`config.mk`:
```
export PLATFORM = sky130hd
export DESIGN_NAME = atomic_pfx_check
export DESIGN_NICKNAME = d
export VERILOG_FILES = /design/src/rtl/atomic_pfx_pkg.sv /design/src/rtl/atomic_pfx_ctl.sv /design/src/rtl/atomic_pfx_dp.sv /design/src/rtl/atomic_pfx_check.sv
export SDC_FILE = /design/constraint.sdc
export NUM_CORES = 1
export LEC_CHECK = 0
export ABC_AREA = 1
export BUFFER_PORTS_ARGS = -buffer_cell sky130_fd_sc_hd__buf_4
export CORE_AREA = 4 4 41 43
export CTS_BUF_LIST = sky130_fd_sc_hd__clkbuf_8
export CTS_CLUSTER_SIZE = 20
export DETAILED_ROUTE_END_ITERATION = 6
export DIE_AREA = 0 0 45 47
export PLACE_DENSITY_LB_ADDON = 0.05
export SKIP_LAST_GASP = 1
export SLEW_MARGIN = 0
export SYNTH_ARGS = -nofsm -noshare
export SYNTH_HDL_FRONTEND = slang
export SYNTH_HIERARCHICAL = 1
export SYNTH_SLANG_ARGS = --single-unit
```
`constraint.sdc`:
```
create_clock -name clk -period 1.5 [get_ports clk]
set_input_delay 0.15 -clock clk [delete_from_list [all_inputs] [get_ports clk]]
set_output_delay 0.15 -clock clk [all_outputs]
set_load 0.005 [all_outputs]
```
`src/rtl/atomic_pfx_pkg.sv`:
```
package atomic_pfx_pkg;
  localparam int OP_W    = 8;
  localparam int MOD_MSB = 7;
  localparam int MOD_LSB = 6;
  localparam int REG_MSB = 5;
  localparam int REG_LSB = 3;
  localparam logic [1:0] MOD_REGISTER = 2'b11;

  typedef logic [OP_W-1:0] opByte_t;

  // strobes from classifier to verdict datapath
  typedef struct packed {
    logic lockOk;    // lockable opcode with memory destination
    logic xchgMem;   // XCHG with memory operand (implicit lock)
    logic movStore;  // MOV store to memory (release-only hint)
  } ctlStrobes_t;

  typedef struct packed {
    logic udFault;
    logic busLock;
    logic hintAcq;
    logic hintRel;
  } verdict_t;
endpackage

```
`src/rtl/atomic_pfx_ctl.sv`:
```
module atomic_pfx_ctl
  import atomic_pfx_pkg::*;
(
  input  logic        clk,
  input  logic        rstN,
  input  logic        longMode,
  input  logic        map0F,
  input  logic        vexEnc,
  input  opByte_t     opByte,
  input  opByte_t     modrm,
  output ctlStrobes_t strobes
);
  logic [1:0] modF;
  logic [2:0] regF;
  logic memDest, aluRmw, lockOne, lockTwo, isXchg, isMovSt;

  assign modF = modrm[MOD_MSB:MOD_LSB];
  assign regF = modrm[REG_MSB:REG_LSB];
  assign memDest = (modF != MOD_REGISTER);
  // 00..31 rows, columns 0/1, excluding the compare row 38/39
  assign aluRmw = (opByte[7:6] == 2'b00) && (opByte[2:1] == 2'b00) && (opByte[5:3] != 3'd7);

  always_comb begin
    lockOne = 1'b0;
    isXchg  = 1'b0;
    isMovSt = 1'b0;
    case (opByte)
      8'h80, 8'h81, 8'h83: lockOne = (regF != 3'd7);
      8'h82:               lockOne = !longMode && (regF != 3'd7);
      8'h86, 8'h87: begin lockOne = 1'b1; isXchg = 1'b1; end
      8'hF6, 8'hF7:        lockOne = (regF == 3'd2) || (regF == 3'd3);
      8'hFE, 8'hFF:        lockOne = (regF == 3'd0) || (regF == 3'd1);
      8'h88, 8'h89:        isMovSt = 1'b1;
      8'hC6, 8'hC7:        isMovSt = (regF == 3'd0);
      default:             lockOne = aluRmw;
    endcase
  end

  always_comb begin
    case (opByte)
      8'hAB, 8'hB3, 8'hBB, 8'hB0, 8'hB1, 8'hC0, 8'hC1: lockTwo = 1'b1;
      8'hBA:   lockTwo = (regF >= 3'd5);
      8'hC7:   lockTwo = (regF == 3'd1);
      default: lockTwo = 1'b0;
    endcase
  end

  always_comb begin
    strobes.lockOk   = !vexEnc && memDest && (map0F ? lockTwo : lockOne);
    strobes.xchgMem  = !vexEnc && !map0F && memDest && isXchg;
    strobes.movStore = !vexEnc && !map0F && memDest && isMovSt;
  end

  assert_vex_not_lockable_R10: assert property (@(posedge clk) disable iff (!rstN)
    vexEnc |-> !strobes.lockOk && !strobes.xchgMem && !strobes.movStore);
  assert_regdest_not_lockable_R3: assert property (@(posedge clk) disable iff (!rstN)
    (modrm[MOD_MSB:MOD_LSB] == MOD_REGISTER) |-> !strobes.lockOk && !strobes.xchgMem);
  assert_store_not_lockable_R8: assert property (@(posedge clk) disable iff (!rstN)
    strobes.movStore |-> !strobes.lockOk);
endmodule

```
`src/rtl/atomic_pfx_dp.sv`:
```
module atomic_pfx_dp
  import atomic_pfx_pkg::*;
(
  input  logic        clk,
  input  logic        rstN,
  input  logic        pfxLock,
  input  logic        pfxF2,
  input  logic        pfxF3,
  input  logic        repLastF3,
  input  ctlStrobes_t strobes,
  output verdict_t    verdict
);
  logic fault, lockLegal, hintPath, acqSel, relSel;

  assign fault     = pfxLock && !strobes.lockOk;
  assign lockLegal = pfxLock && strobes.lockOk;
  assign hintPath  = lockLegal || strobes.xchgMem;
  // last repeat prefix wins when both are present
  assign acqSel = pfxF2 && (!pfxF3 || !repLastF3);
  assign relSel = pfxF3 && (!pfxF2 || repLastF3);

  always_comb begin
    verdict.udFault = fault;
    verdict.busLock = !fault && hintPath;
    verdict.hintAcq = !fault && acqSel && hintPath;
    verdict.hintRel = !fault && relSel && (hintPath || strobes.movStore);
  end

  assert_fault_masks_R11: assert property (@(posedge clk) disable iff (!rstN)
    verdict.udFault |-> !verdict.busLock && !verdict.hintAcq && !verdict.hintRel);
  assert_hint_exclusive_R7: assert property (@(posedge clk) disable iff (!rstN)
    !(verdict.hintAcq && verdict.hintRel));
  assert_xchg_implicit_R5: assert property (@(posedge clk) disable iff (!rstN)
    (strobes.xchgMem && !pfxLock) |-> verdict.busLock);
  assert_acq_needs_lock_R6: assert property (@(posedge clk) disable iff (!rstN)
    verdict.hintAcq |-> verdict.busLock);
endmodule

```
`src/rtl/atomic_pfx_check.sv`:
```
module atomic_pfx_check
  import atomic_pfx_pkg::*;
#(
  parameter bit OUT_REG = 1'b1
) (
  input  logic       clk,
  input  logic       rstN,
  input  logic       pfxLock,
  input  logic       pfxF2,
  input  logic       pfxF3,
  input  logic       repLastF3,
  input  logic       longMode,
  input  logic       map0F,
  input  logic       vexEnc,
  input  logic [7:0] opByte,
  input  logic [7:0] modrm,
  output logic       udFault,
  output logic       busLock,
  output logic       hintAcquire,
  output logic       hintRelease
);
  ctlStrobes_t strobes;
  verdict_t    verdictC, verdictQ;

  atomic_pfx_ctl ctl_i (
    .clk(clk), .rstN(rstN), .longMode(longMode), .map0F(map0F),
    .vexEnc(vexEnc), .opByte(opByte), .modrm(modrm), .strobes(strobes)
  );

  atomic_pfx_dp dp_i (
    .clk(clk), .rstN(rstN), .pfxLock(pfxLock), .pfxF2(pfxF2), .pfxF3(pfxF3),
    .repLastF3(repLastF3), .strobes(strobes), .verdict(verdictC)
  );

  generate
    if (OUT_REG) begin : g_reg
      always_ff @(posedge clk) begin
        if (!rstN) verdictQ <= '0;
        else       verdictQ <= verdictC;
      end
    end else begin : g_comb
      assign verdictQ = verdictC;
    end
  endgenerate

  assign udFault     = verdictQ.udFault;
  assign busLock     = verdictQ.busLock;
  assign hintAcquire = verdictQ.hintAcq;
  assign hintRelease = verdictQ.hintRel;
endmodule

```
==> flow_results.xml <==
<?xml version="1.0" encoding="UTF-8"?>
<metrics>
  <group name="run_status">
    <metric name="outcome" unit="">finished clean</metric>
  </group>
  <group name="final_layout">
    <metric name="final_layout_size_suffix_gt1_share" unit="%">28.3</metric>
    <metric name="syn_to_layout_area_delta" unit="%">49.9</metric>
    <metric name="fin_nets" unit="">147</metric>
    <metric name="most-common-layout-cells" unit="">26 x sky130_fd_sc_hd__nand2_1, 25 x sky130_fd_sc_hd__buf_4, 19 x sky130_fd_sc_hd__nor2_1</metric>
    <metric name="layout.cells.most_common" unit="">sky130_fd_sc_hd__nand2_1</metric>
    <metric name="antenna_cells_inserted" unit="">0</metric>
    <metric name="fillerInstances" unit="">143</metric>
  </group>
  <group name="clock_tree">
    <metric name="cts.hold.buffers_added" unit="">0</metric>
    <metric name="clock_sinks" unit="">4</metric>
    <metric name="tritoncts_clock_tree" unit="">built</metric>
    <metric name="ctsRootBufferMaster" unit="">sky130_fd_sc_hd__clkbuf_8</metric>
    <metric name="post-cts-setup-buffer-count" unit="">0</metric>
    <metric name="htreeDepth" unit="">1</metric>
    <metric name="clk_pin_slew" unit="ns">0.03</metric>
    <metric name="cts_resized" unit="">0</metric>
    <metric name="cts-root-to-sink-buffers" unit="">2</metric>
    <metric name="cts-buffers-inserted" unit="">3</metric>
  </group>
  <group name="worst_hold_path">
    <metric name="hold_path.class" unit="">in2reg</metric>
    <metric name="hold_path_depth" unit="">3</metric>
  </group>
  <group name="logic_synthesis">
    <metric name="post-synth-top-area-cell" unit="">sky130_fd_sc_hd__nand2_1</metric>
    <metric name="mappedNetlistArea" unit="um2">482</metric>
    <metric name="synth_largest_type_area_fraction" unit="%">20.3</metric>
    <metric name="synth.yosys.seq_area_share" unit="%">16.6</metric>
    <metric name="distinct_cells_synth" unit="">15</metric>
    <metric name="synth.net_count" unit="">118</metric>
    <metric name="postSynthAreaPerCell" unit="um2">5.18</metric>
    <metric name="synthesis.instances" unit="">93</metric>
    <metric name="yosys_register_bits" unit="">4</metric>
    <metric name="synth.area.top_cells" unit="">sky130_fd_sc_hd__nand2_1 20%, sky130_fd_sc_hd__dfxtp_1 17%, sky130_fd_sc_hd__nor2_1 15%</metric>
    <metric name="yosysWarningCount" unit="">6</metric>
  </group>
  <group name="worst_setup_path">
    <metric name="worst_setup_path_start_kind" unit="">input port</metric>
    <metric name="end_kind" unit="">flop</metric>
    <metric name="timing.critical_path.to" unit="">hintAcquire$_SDFF_PN0_</metric>
    <metric name="critPathKind" unit="">in2reg</metric>
    <metric name="critPathArrivalTime" unit="ns">1.27</metric>
    <metric name="worst_ep_required_time" unit="ns">1.66</metric>
    <metric name="critical_path.startpoint" unit="">opByte[4]</metric>
    <metric name="largest_fanout_of_any_net_on_the_critical_path" unit="">6</metric>
  </group>
  <group name="power">
    <metric name="swShare" unit="%">24.7</metric>
    <metric name="final_total_pwr" unit="W">0.000460</metric>
    <metric name="comb_power_share" unit="%">28.1</metric>
    <metric name="power.leakage" unit="nW">0.415</metric>
    <metric name="areal_power_density_over_the_cells" unit="nW/um2">638</metric>
    <metric name="p_seq_share" unit="%">24.5</metric>
    <metric name="total_switching_power" unit="W">0.000114</metric>
    <metric name="internal_power" unit="W">0.000347</metric>
    <metric name="irDropWorstVdd" unit="mV">0.193</metric>
    <metric name="clkPwrFrac" unit="%">47.4</metric>
  </group>
  <group name="floorplan">
    <metric name="core-area" unit="um2">1300</metric>
    <metric name="floorplan.initialDensity" unit="%">37.0</metric>
    <metric name="die-area" unit="um2">2120</metric>
    <metric name="row_count" unit="">13</metric>
    <metric name="fp.dieH" unit="um">47</metric>
    <metric name="die_width" unit="um">45</metric>
    <metric name="top_ports" unit="">29</metric>
  </group>
  <group name="placement">
    <metric name="setup_slack_at_placement" unit="ns">0.150</metric>
    <metric name="numPortBuffers" unit="">25</metric>
    <metric name="dp_hpwl" unit="um">1030</metric>
    <metric name="gpl.final_weighted_congestion" unit="">0.854</metric>
  </group>
  <group name="detailed_routing">
    <metric name="routed-via-count" unit="">601</metric>
    <metric name="first_iter_violations" unit="">7</metric>
    <metric name="drc_errors" unit="">0</metric>
    <metric name="detail_route.wirelength" unit="um">1190</metric>
    <metric name="wire_per_inst" unit="um">8.83</metric>
    <metric name="ant_nets" unit="">0</metric>
    <metric name="detail_route.vias_per_cell" unit="">4.45</metric>
    <metric name="drt-pass1-iter-count" unit="">4</metric>
  </group>
  <group name="sta">
    <metric name="fin_tns_setup" unit="ns">0</metric>
    <metric name="hold_violations" unit="">0</metric>
    <metric name="max_slew.worst_pin.slew" unit="ns">0.172</metric>
    <metric name="period_minus_slack" unit="ns">1.11</metric>
    <metric name="unrepaired_setup_endpoints_after_global_routing" unit="">no</metric>
    <metric name="final_critical_path_setup_slack" unit="ns">0.387</metric>
    <metric name="clock.fmax" unit="GHz">0.898</metric>
    <metric name="total_setup_violations_reported_at_the_end_of_the_flow" unit="">0</metric>
    <metric name="maxSlewViolCount" unit="">0</metric>
    <metric name="relSlewSlack" unit="%">88.4</metric>
    <metric name="fin_crit_sh" unit="%">74.2</metric>
  </group>
  <group name="global_routing">
    <metric name="pin_count_of_the_biggest_net_entering_global_routing" unit="">8</metric>
    <metric name="gr-total-overflow" unit="">0</metric>
    <metric name="number_of_global_route_vias_before_repair" unit="">478</metric>
    <metric name="antenna_found_initial" unit="">0</metric>
    <metric name="grt_usage" unit="%">11.4</metric>
    <metric name="wire_length_of_the_first_global_routing_pass" unit="um">1790</metric>
  </group>
  <group name="run">
    <metric name="timing.max_cap.violations" unit="">0</metric>
  </group>
</metrics>
==> power by group through the flow <==
stage | combinational [W] | clock (W) | sequential (W)
4_1_cts | 0.000130 | 0.000224 | 0.000113
3_5_place_dp | 0.000130 | 0 | 0.000114
2_1_floorplan | 0.0000551 | 0 | 0.000115
6_report | 0.000129 | 0.000218 | 0.000113
5_1_grt | 0.000144 | 0.000234 | 0.000113
3_3_place_gp | 0.000129 | 0 | 0.000114
==> worst min-delay path by stage <==
stage          startpoint                 end  slack, ns
2_1_floorplan        rstN  busLock$_SDFF_PN0_       0.24
3_3_place_gp         rstN  busLock$_SDFF_PN0_       0.36
3_5_place_dp         rstN  busLock$_SDFF_PN0_       0.36
4_1_cts              rstN  busLock$_SDFF_PN0_       0.14
5_1_grt              rstN  busLock$_SDFF_PN0_       0.17
6_report             rstN  busLock$_SDFF_PN0_       0.14
==> cells in the mapped netlist <==
cell,count
sky130_fd_sc_hd__nand2_1,26
sky130_fd_sc_hd__nor2_1,19
sky130_fd_sc_hd__inv_1,17
sky130_fd_sc_hd__nand3_1,11
sky130_fd_sc_hd__dfxtp_1,4
sky130_fd_sc_hd__a21oi_1,2
sky130_fd_sc_hd__nand2_2,2
sky130_fd_sc_hd__nand4_1,2
sky130_fd_sc_hd__nor2_4,2
sky130_fd_sc_hd__nor3_1,2
sky130_fd_sc_hd__o21ai_1,2
sky130_fd_sc_hd__a21oi_4,1
sky130_fd_sc_hd__buf_4,1
sky130_fd_sc_hd__nor2_2,1
sky130_fd_sc_hd__or2_1,1
==> through the flow <==
step           cell area, um2  hold slack, ns  util, %  std cells
2_1_floorplan             482           0.243        -         93
3_3_place_gp              681           0.359     52.3        132
3_5_place_dp              681           0.358     52.3        132
4_1_cts                   722           0.137     55.5        135
5_1_grt                   722           0.166     55.5        135
6_report                  722           0.139     55.5        135
==> worst max-delay path, cell delays in order <==
cell,delay (ns)
sky130_fd_sc_hd__buf_4,0.13
sky130_fd_sc_hd__nor2_4,0.16
sky130_fd_sc_hd__nand3_1,0.10
sky130_fd_sc_hd__nor2_1,0.09
sky130_fd_sc_hd__nor2_1,0.06
sky130_fd_sc_hd__nand3_1,0.08
sky130_fd_sc_hd__nand2_1,0.05
sky130_fd_sc_hd__nor2_1,0.08
sky130_fd_sc_hd__inv_1,0.05
sky130_fd_sc_hd__nand2_2,0.06
sky130_fd_sc_hd__o21ai_1,0.08
sky130_fd_sc_hd__nor2_1,0.09
sky130_fd_sc_hd__nand2_1,0.05
sky130_fd_sc_hd__inv_1,0.04
==> per-layer routing <==
| metal | GRT usage (%) | share of wire (%) | vias up | wire [um] |
|---|---|---|---|---|
| met5 | 0 | 0 | - | 0 |
| met4 | 3.51 | 0 | 0 | 0 |
| met3 | 3.45 | 8.4 | 0 | 100 |
| met2 | 17.5 | 43 | 17 | 518 |
| met1 | 15.2 | 48 | 244 | 573 |
| li1 | - | - | 340 | - |
==> registers in the layout (all words and copies together) (netlist names) <==
register     flops
busLock          1
hintRelease      1
hintAcquire      1
udFault          1
==> cell type report <==
type | count | area (um2) | area share [%]
clock buffers | 3 | 41.3 | 5.72
inverters | 17 | 63.8 | 8.84
multi-input cells | 71 | 330 | 45.8
flip-flops and latches | 4 | 80.1 | 11.1
well taps | 15 | 18.8 | 2.60
repair buffers | 25 | 188 | 26.0
==> cell families (layout without fill, tap and decap cells) <==
logic type / count (synthesis) / count (layout) / synth area share (%)
flip-flops: 4 / 4 / 16.6
buffers and inverters: 18 / 45 / 14.8
AND/OR/NAND/NOR: 66 / 66 / 61.0
AO/OA/AOI/OAI: 5 / 5 / 7.53
Power figures use the tool's default switching activity.
